### src/rtl/tse_pkg.sv
package tse_pkg;

    typedef enum logic [2:0] {
        ST_READY      = 3'd0,
        ST_BUSY       = 3'd1,
        ST_SUSPENDED  = 3'd2,
        ST_TIMEOUT    = 3'd3,
        ST_WBUF_ABORT = 3'd4
    } status_e;

    typedef enum logic [1:0] {
        PH_IDLE,
        PH_READ,
        PH_STEP,
        PH_DONE
    } phase_e;

    localparam int TOG_BIT     = 6;
    localparam int ERR_BIT     = 5;
    localparam int SUSP_BIT    = 2;
    localparam int ABORT_BIT   = 1;
    localparam int READS_FIRST = 3;
    localparam int READS_ALL   = 5;

    function automatic int lane_pos(int dev, int bitn, int lane_w);
        return dev * lane_w + bitn;
    endfunction

endpackage

### src/rtl/tse_lane_judge.sv
module tse_lane_judge
    import tse_pkg::*;
#(
    parameter int LANE_W = 8,
    parameter int N_DEV  = 2,
    localparam int DATA_W = LANE_W * N_DEV
) (
    input  logic [READS_ALL-1:0][DATA_W-1:0] words,
    input  logic [N_DEV-1:0]                 en,
    input  logic                             wbuf,
    output logic                             any_tog6,
    output status_e                          first_res,
    output status_e                          second_res
);

    logic [N_DEV-1:0] tog6;
    logic [N_DEV-1:0] abort_ok;
    logic [N_DEV-1:0] tmo_ok;
    logic [N_DEV-1:0] tog2;

    // One comparator set per device lane
    for (genvar d = 0; d < N_DEV; d++) begin : g_lane
        localparam int P6 = lane_pos(d, TOG_BIT, LANE_W);
        localparam int P5 = lane_pos(d, ERR_BIT, LANE_W);
        localparam int P2 = lane_pos(d, SUSP_BIT, LANE_W);
        localparam int P1 = lane_pos(d, ABORT_BIT, LANE_W);

        assign tog6[d]     = en[d] & (words[0][P6] ^ words[1][P6])
                                   & (words[1][P6] ^ words[2][P6]);
        assign abort_ok[d] = ~tog6[d] | words[0][P1];
        assign tmo_ok[d]   = ~tog6[d] | words[0][P5];
        assign tog2[d]     = en[d] & (words[3][P2] ^ words[4][P2]);
    end

    assign any_tog6 = |tog6;

    always_comb begin
        if (wbuf && (&abort_ok)) begin
            first_res = ST_WBUF_ABORT;
        end else if (&tmo_ok) begin
            first_res = ST_TIMEOUT;
        end else begin
            first_res = ST_BUSY;
        end

        if (tog2 == '0) begin
            second_res = ST_READY;
        end else if (tog2 == en) begin
            second_res = ST_SUSPENDED;
        end else begin
            second_res = ST_BUSY;
        end
    end

endmodule

### src/rtl/tse_read_seq.sv
module tse_read_seq
    import tse_pkg::*;
#(
    parameter int ADDR_W = 24,
    parameter int DATA_W = 16,
    parameter int N_DEV  = 2
) (
    input  logic                             clk,
    input  logic                             rst,
    input  logic                             start,
    input  logic [ADDR_W-1:0]                addr_in,
    input  logic [N_DEV-1:0]                 en_in,
    input  logic                             wbuf_in,
    input  logic                             rd_valid,
    input  logic [DATA_W-1:0]                rd_data,
    input  logic                             any_tog6,
    input  status_e                          first_res,
    input  status_e                          second_res,
    output logic                             rd_req,
    output logic [ADDR_W-1:0]                rd_addr,
    output logic                             done,
    output status_e                          result,
    output logic [READS_ALL-1:0][DATA_W-1:0] words,
    output logic [N_DEV-1:0]                 en_q,
    output logic                             wbuf_q
);

    localparam logic [2:0] CNT_FIRST = 3'(READS_FIRST);
    localparam logic [2:0] CNT_ALL   = 3'(READS_ALL);

    phase_e      state;
    logic [2:0]  cnt;
    logic [ADDR_W-1:0] addr_q;

    always_ff @(posedge clk) begin
        if (rst) begin
            state  <= PH_IDLE;
            cnt    <= '0;
            addr_q <= '0;
            en_q   <= '0;
            wbuf_q <= 1'b0;
            result <= ST_READY;
            words  <= '0;
        end else begin
            unique case (state)
                PH_IDLE: if (start) begin
                    addr_q <= addr_in;
                    en_q   <= en_in;
                    wbuf_q <= wbuf_in;
                    cnt    <= '0;
                    state  <= PH_READ;
                end
                PH_READ: if (rd_valid) begin
                    words[cnt] <= rd_data;
                    cnt        <= cnt + 3'd1;
                    state      <= PH_STEP;
                end
                PH_STEP: begin
                    if (cnt == CNT_FIRST && any_tog6) begin
                        result <= first_res;
                        state  <= PH_DONE;
                    end else if (cnt == CNT_ALL) begin
                        result <= second_res;
                        state  <= PH_DONE;
                    end else begin
                        state  <= PH_READ;
                    end
                end
                PH_DONE: state <= PH_IDLE;
                default: state <= PH_IDLE;
            endcase
        end
    end

    assign rd_req  = (state == PH_READ);
    assign rd_addr = addr_q;
    assign done    = (state == PH_DONE);

    logic busy;
    assign busy = (state != PH_IDLE);

    a_r11_req_drop: assert property (@(posedge clk) disable iff (rst)
        (rd_req && rd_valid) |=> !rd_req);

    a_r10_done_pulse: assert property (@(posedge clk) disable iff (rst)
        done |=> !done);

    a_r2_addr_hold: assert property (@(posedge clk) disable iff (rst)
        (busy && $past(busy)) |-> $stable(rd_addr));

    a_r7_read_total: assert property (@(posedge clk) disable iff (rst)
        done |-> (cnt == CNT_FIRST || cnt == CNT_ALL));

    a_r3_short_run: assert property (@(posedge clk) disable iff (rst)
        (done && cnt == CNT_FIRST) |-> (result != ST_READY && result != ST_SUSPENDED));

    a_r8_susp_long: assert property (@(posedge clk) disable iff (rst)
        (done && result == ST_SUSPENDED) |-> cnt == CNT_ALL);

endmodule

### src/rtl/toggle_status_eval.sv
module toggle_status_eval
    import tse_pkg::*;
#(
    parameter int LANE_W = 8,
    parameter int N_DEV  = 2,
    parameter int ADDR_W = 24,
    localparam int DATA_W = LANE_W * N_DEV
) (
    input  logic              clk,
    input  logic              rst,
    input  logic              start,
    input  logic              wbuf_mode,
    input  logic [N_DEV-1:0]  lane_en,
    input  logic [ADDR_W-1:0] status_addr,
    output logic              rd_req,
    output logic [ADDR_W-1:0] rd_addr,
    input  logic              rd_valid,
    input  logic [DATA_W-1:0] rd_data,
    output logic              done,
    output logic [2:0]        result
);

    logic [READS_ALL-1:0][DATA_W-1:0] words;
    logic [N_DEV-1:0] en_q;
    logic             wbuf_q;
    logic             any_tog6;
    status_e          first_res;
    status_e          second_res;
    status_e          res_s;

    tse_read_seq #(
        .ADDR_W (ADDR_W),
        .DATA_W (DATA_W),
        .N_DEV  (N_DEV)
    ) u_seq (
        .clk        (clk),
        .rst        (rst),
        .start      (start),
        .addr_in    (status_addr),
        .en_in      (lane_en),
        .wbuf_in    (wbuf_mode),
        .rd_valid   (rd_valid),
        .rd_data    (rd_data),
        .any_tog6   (any_tog6),
        .first_res  (first_res),
        .second_res (second_res),
        .rd_req     (rd_req),
        .rd_addr    (rd_addr),
        .done       (done),
        .result     (res_s),
        .words      (words),
        .en_q       (en_q),
        .wbuf_q     (wbuf_q)
    );

    tse_lane_judge #(
        .LANE_W (LANE_W),
        .N_DEV  (N_DEV)
    ) u_judge (
        .words      (words),
        .en         (en_q),
        .wbuf       (wbuf_q),
        .any_tog6   (any_tog6),
        .first_res  (first_res),
        .second_res (second_res)
    );

    assign result = res_s;

    a_r4_abort_needs_flag: assert property (@(posedge clk) disable iff (rst)
        (done && res_s == ST_WBUF_ABORT) |-> wbuf_q);

    a_r10_result_hold: assert property (@(posedge clk) disable iff (rst)
        (!done && !$past(done)) |-> $stable(result));

endmodule

### config.mk
export PLATFORM = sky130hd
export DESIGN_NAME = toggle_status_eval
export DESIGN_NICKNAME = d
export VERILOG_FILES = /design/src/rtl/tse_pkg.sv /design/src/rtl/tse_lane_judge.sv /design/src/rtl/tse_read_seq.sv /design/src/rtl/toggle_status_eval.sv
export SDC_FILE = /design/constraint.sdc
export NUM_CORES = 1
export LEC_CHECK = 0
export BUFFER_PORTS_ARGS = -buffer_cell sky130_fd_sc_hd__buf_4
export CAP_MARGIN = 10
export CORE_MARGIN = 2
export CORE_UTILIZATION = 35
export DETAILED_ROUTE_END_ITERATION = 8
export PLACE_DENSITY = 0.62
export SLEW_MARGIN = 40
export SYNTH_ARGS = -nofsm -noshare
export SYNTH_HDL_FRONTEND = slang
export SYNTH_SLANG_ARGS = --single-unit
### constraint.sdc
create_clock -name clk -period 1.5 [get_ports clk]
set_input_delay 0.3 -clock clk [delete_from_list [all_inputs] [get_ports clk]]
set_output_delay 0.3 -clock clk [all_outputs]
set_load 0.02 [all_outputs]
Word-level counts from Yosys, hierarchy flattened. Cells that the tools add are included.

Reduce and logical (&&, ||, !) cells: 15. Magnitude comparators: 2. Equality and inequality tests: 8. Add/subtract/negate cells: 1. Bitwise gates (word level): 18. Muxes and demuxes: 17.

Operators with widths (count): $bwmux W80 (1); $demux W16 S3 (1); $mux W3 (6); $mux W16 (1); $mux W2 (6); $reduce_and A2 Y1 (6); $pmux W2 S4 (1); $and A1 B1 Y1 (6); $pmux W3 S2 (1); $xor A1 B1 Y1 (6); $eq A2 B2 Y1 const B (2); $logic_not A2 Y1 (2); $lt A3 B4 Y1 const B (1); $or A1 B1 Y1 (4); $reduce_bool A2 Y1 (2); $add A3 B1 Y3 const B (1); $eq A3 B2 Y1 const B (1); $eq A3 B3 Y1 const B (1); $ge A3 B1 Y1 const B (1); $logic_and A1 B1 Y1 (3); $reduce_and A3 Y1 (1); $eq A2 B1 Y1 const B (1); $eq A2 B2 Y1 (1); $ne A2 B1 Y1 const B (1); 3 further kinds (4).

Register bits: 115. Output and inout bits: 29. Word-level logic and storage cells: 72.

Logic depth before layout (Yosys ltp).
Word-level depth: 9. Mapped depth: 7. Mapped depth without buffers: 7.

Hierarchy. Synthesis repeated with hierarchy kept, for this count alone.

Cells, all modules: 486. Area total of the unflattened synthesis: 4772.1 um^2.

Modules (own cells, without submodules): tse_read_seq (area an instance 4615.7 um^2, cells an instance 466, instances 1); tse_lane_judge (area an instance 156.4 um^2, cells an instance 20, instances 1).

Worst setup path before layout. Ideal clock, no wire load.

Path kind: register to register. Start: register u_seq.en_q[1]. End: register u_seq.result[1]. Period minus slack after synthesis: 1587 ps. Arrival time: 1462 ps. Setup slack: -87 ps. Buffers on the path: 0. Stages on the path, launching flop included: 6. Required time: 1375 ps. Cell sequence: dfxtp_1 > and4b_1 > or2_4 > o21a_1 > o2111a_1 > o41a_1.

Cells in the longest elaborated chain, start to end: 8. Elaborated cells between the ends (all ways): 21. Classes of those cells: eq/ne (1); mux (6); bitwise (6); reduce/logical (8).

RTL lines: from (decl) (RTL line tse_read_seq.sv:24) `output logic [N_DEV-1:0] en_q,`; from (signal assigned) (RTL line tse_read_seq.sv:48) `en_q <= en_in;`; $and A1 B1 Y1 (RTL line tse_lane_judge.sv:28) `assign tog6[d] = en[d] & (words[0][P6] ^ words[1][P6])`; $and A1 B1 Y1 (RTL line tse_lane_judge.sv:29) `& (words[1][P6] ^ words[2][P6]);`; $not A1 Y1 (RTL line tse_lane_judge.sv:30, tse_lane_judge.sv:31); $or A1 B1 Y1, on equally long branches (RTL line tse_lane_judge.sv:31, tse_lane_judge.sv:30); $reduce_and A2 Y1, on equally long branches (RTL line tse_lane_judge.sv:40, tse_lane_judge.sv:38); $mux W2 or $logic_and A1 B1 Y1 (tied branches) (RTL line tse_lane_judge.sv:40, tse_lane_judge.sv:38); $mux W3 (RTL line tse_lane_judge.sv:38) `if (wbuf && (&abort_ok)) begin`; $mux W3 (RTL line tse_read_seq.sv:59) `if (cnt == CNT_FIRST && any_tog6) begin`; to (signal assigned) (RTL line tse_read_seq.sv:60) `result <= first_res;`; to (signal assigned) (RTL line tse_read_seq.sv:63) `result <= second_res;`; to (decl) (RTL line tse_read_seq.sv:22) `output status_e result,`.

Parallel ways exist; a longest one is shown, timed or not. The select of a mux whose other input is x is not followed. A chain may end at the register's enable or synchronous reset.

Worst setup path in the final report.
Start: register u_seq.words[30] (netlist name). End: register u_seq.result[1].

Cells in the longest elaborated chain, start to end: 9. Elaborated cells between the ends (all ways): 17. Classes of those cells: mux (3); bitwise (7); reduce/logical (7).

RTL lines: from (decl) (RTL line tse_read_seq.sv:23) `output logic [READS_ALL-1:0][DATA_W-1:0] words,`; from (signal, indexed assignment) (RTL line tse_read_seq.sv:54) `words[cnt] <= rd_data;`; $xor A1 B1 Y1 (RTL line tse_lane_judge.sv:28); $and A1 B1 Y1 (RTL line tse_lane_judge.sv:28); $and A1 B1 Y1 * (RTL line tse_lane_judge.sv:29); $not A1 Y1 (RTL line tse_lane_judge.sv:30, tse_lane_judge.sv:31); $or A1 B1 Y1, on equally long branches (RTL line tse_lane_judge.sv:31, tse_lane_judge.sv:30); $reduce_and A2 Y1, on equally long branches (RTL line tse_lane_judge.sv:40, tse_lane_judge.sv:38); $mux W2 or $logic_and A1 B1 Y1 (tied branches) (RTL line tse_lane_judge.sv:40, tse_lane_judge.sv:38); $mux W3 (RTL line tse_lane_judge.sv:38); $mux W3 (RTL line tse_read_seq.sv:59).

Mark *: on every way between the ends. The rest lies on a longest branch, timed or not.

==> results_dict.tcl <==
set metrics [dict create \
    hold_violations 0 \
    dieArea_um2 6382 \
    finClkSkew_ns 0.01033 \
    relSlewSlack_pct 77.52 \
    coreArea_um2 5540 \
    final_common_cell "buf_4" \
    wl_per_cell_um 12.22 \
    internal_power_uw 2062 \
    ir_drop_v 0.0004653 \
    dp_hpwl_um 3637 \
    clkTransAtPathRegs_ns 0.10 \
    slew_violations 0 \
    hold_path.class "input port to register" \
    maxCapViolations 0 \
    grt_max_degree 32 \
    p_sw_share_pct 25.32 \
    die_width_um 79.89 \
    final_cell_mix "buf_4 (90), nand2_1 (63), a21oi_1 (40), dfxtp_1 (40), nor2_1 (22)" \
    period_needed_ns 1.561 \
    place.port_buffers 67 \
    drt_iter0_markers 96 \
    dp.cells 394 \
    setup_viol 2 \
    rsz0062_at_grt "yes" \
    ant_nets 0 \
    ys.warnings.count 0 \
    grt_pass1_vias 1833 \
    gr-total-overflow 0 \
    synth_area_um2 2016 \
    crit_required_ns 1.70 \
    worstSetupPathType "register to register" \
    vias 1883 \
    dieHeight_um 79.89 \
    power_frac_comb_pct 15.3 \
    ys_seq_area_share_pct 48.67 \
    num_rows 27 \
    diodes 0 \
    cts_tree "built" \
    outcome "finished, violations left" \
    cts-htree-levels 2 \
    cp-start-kind "register" \
    drc 0 \
    avgSynthCellArea_um2 8.261 \
    grt_pass1_wl_um 8224 \
    fmax_mhz 640.4 \
    dr.pass1.iters 4 \
    switchingPower_uw 698.9 \
    synth_cell_types 33 \
    area_growth_pct 43.14 \
    power_density_nw_per_um2 956.8 \
    gp_congestion 0.7284 \
    ctsLongestPathBuffers 2 \
    fin_area_um2 2885 \
    hold_buffers 0 \
    fin_ws_ns -0.06148 \
    layout-drive-gt1-share_pct 35.54 \
    fillers 572 \
    leakagePower_uw 0.001285 \
    finalWirelength_um 4938 \
    worstMarginPinSlew_ns 0.3372 \
    nets 381 \
    p_clk_share_pct 34.3 \
    path_max_fanout 3 \
    violations "setup timing" \
    end_kind "register" \
    synth_seq_cells 49 \
    pwr-share-seq_pct 50.4 \
    cts_buffers 5 \
    antenna_found_initial 0 \
    grt_util_all_layers_pct 16.29 \
    syn_nets 294 \
    cts.sinks 49 \
    syn_inst 244 \
    cp.arrival_ns 1.76 \
    pin_count 76 \
    post_dp_cell_area_um2 2736 \
    clockRootBuffer "clkbuf_8" \
    finalNonFillerCells 404 \
    clkLatencyLatePin_ns 0.30 \
    fin_crit_sh_pct 104.1 \
    start_util_pct 36.38 \
    avgViaCountPerCell 4.661 \
]
-- power by group through the flow --
stage	registers, µW	logic [µW]	clock network [µW]
2_1_floorplan	1470	145	0
3_3_place_gp	1420	417	0
3_5_place_dp	1420	420	0
4_1_cts	1390	428	981
5_1_grt	1400	471	1030
6_report	1390	423	947
-- synthesized netlist by cell type --
cell	n	area share, %
a2111oi_2	1	0.74
a21oi_1	40	9.9
a22oi_1	1	0.37
a2bb2oi_1	1	0.43
and2_1	4	1.2
and3b_1	1	0.43
and4b_1	1	0.50
and4bb_1	1	0.62
buf_1	1	0.19
clkbuf_1	9	1.7
dfxtp_1	49	49
ha_1	3	1.9
inv_1	5	0.93
mux2i_1	9	4.5
nand2_1	63	12
nand2b_1	3	0.93
nand3_1	9	2.2
nand3b_1	1	0.37
nor2_1	23	4.3
nor2b_1	2	0.62
nor3_2	1	0.50
nor3b_1	1	0.37
o2111a_1	1	0.56
o2111ai_1	1	0.43
o21a_1	3	1.1
o21ai_0	1	0.25
o21bai_1	1	0.37
o221ai_1	1	0.43
o31ai_4	1	1.1
o41a_1	1	0.56
or2_4	1	0.43
or4_1	1	0.37
xnor2_1	3	1.3
-- state kept, by name, summed over array words and instances, names as in the netlist --
| register | flops |
|---|---|
| u_seq.words | 14 |
| u_seq.state | 2 |
| u_seq.cnt | 3 |
| u_seq.result | 3 |
| u_seq.wbuf_q | 1 |
| u_seq.en_q | 2 |
| u_seq.rd_addr | 24 |
-- cells by family after synthesis --
| logic type | after synthesis | share of synthesized area (%) |
|---|---|---|
| compound gates | 53 | 16.26 |
| simple gates | 112 | 24.64 |
| flops | 49 | 48.67 |
| mux | 9 | 4.469 |
| xor+xnor | 3 | 1.304 |
| fa+ha+maj | 3 | 1.862 |
| buf+inv | 15 | 2.793 |
-- critical path: stages (launching register included) --
cell and delay [ns]:
dfxtp_2 0.34, and4b_1 0.21, or2_4 0.27, o21a_1 0.21, o2111a_1 0.12, o41a_1 0.30
-- final timing paths --
path,from,to,slack (ns),cells past startpoint
max reg2reg,u_seq.words[30]$_SDFFE_PP0P_,u_seq.result[1]$_SDFFE_PP0P_,-0.06,5
min,status_addr[11],u_seq.rd_addr[11]$_SDFFE_PP0P_,0.23,3
max,u_seq.words[30]$_SDFFE_PP0P_,u_seq.result[1]$_SDFFE_PP0P_,-0.06,5
min reg2reg,u_seq.rd_addr[23]$_SDFFE_PP0P_,u_seq.rd_addr[23]$_SDFFE_PP0P_,0.46,2
-- timing repair --
item,CTS,global route
cloned,0,0
setup endpoints to repair,3,7
setup buffers,1,1
pin swaps,4,2
resized for setup,7,3
-- stage by stage --
| stage | util, % | hold slack, ns | power, µW | setup TNS (ns) | setup WS (ns) |
|---|---|---|---|---|---|
| finish | 52.08 | 0.2304 | 2761 | -0.1016 | -0.06148 |
| global route | 52.08 | 0.2290 | 2899 | -0.2883 | -0.1193 |
| CTS | 51.81 | 0.2195 | 2799 | -0.09816 | -0.04939 |
| detailed placement | 49.39 | 0.4467 | 1842 | -0.1952 | -0.1177 |
| global placement | 49.39 | 0.4430 | 1838 | -0.1435 | -0.08315 |
| floorplan | - | 0.4284 | 1616 | 0 | 0.0005255 |
-- final cells by class --
class / count / area [µm²] / area share, %
multi-input combinational: 180 / 996.0 / 34.52
clock inverter: 3 / 43.79 / 1.518
tap: 72 / 90.09 / 3.122
timing repair buffer: 90 / 675.6 / 23.42
clock buffer: 5 / 68.82 / 2.385
inverter: 5 / 18.77 / 0.6505
sequential: 49 / 992.2 / 34.39
-- metal layers --
metal,vias to the layer above,wire [µm],GRT usage [%]
met5,-,0,0
met4,0,70,6.441
met3,5,266,3.846
met2,45,2345,26.17
met1,842,2255,21.01
li1,991,-,-
(Power assumes the default switching activity.)
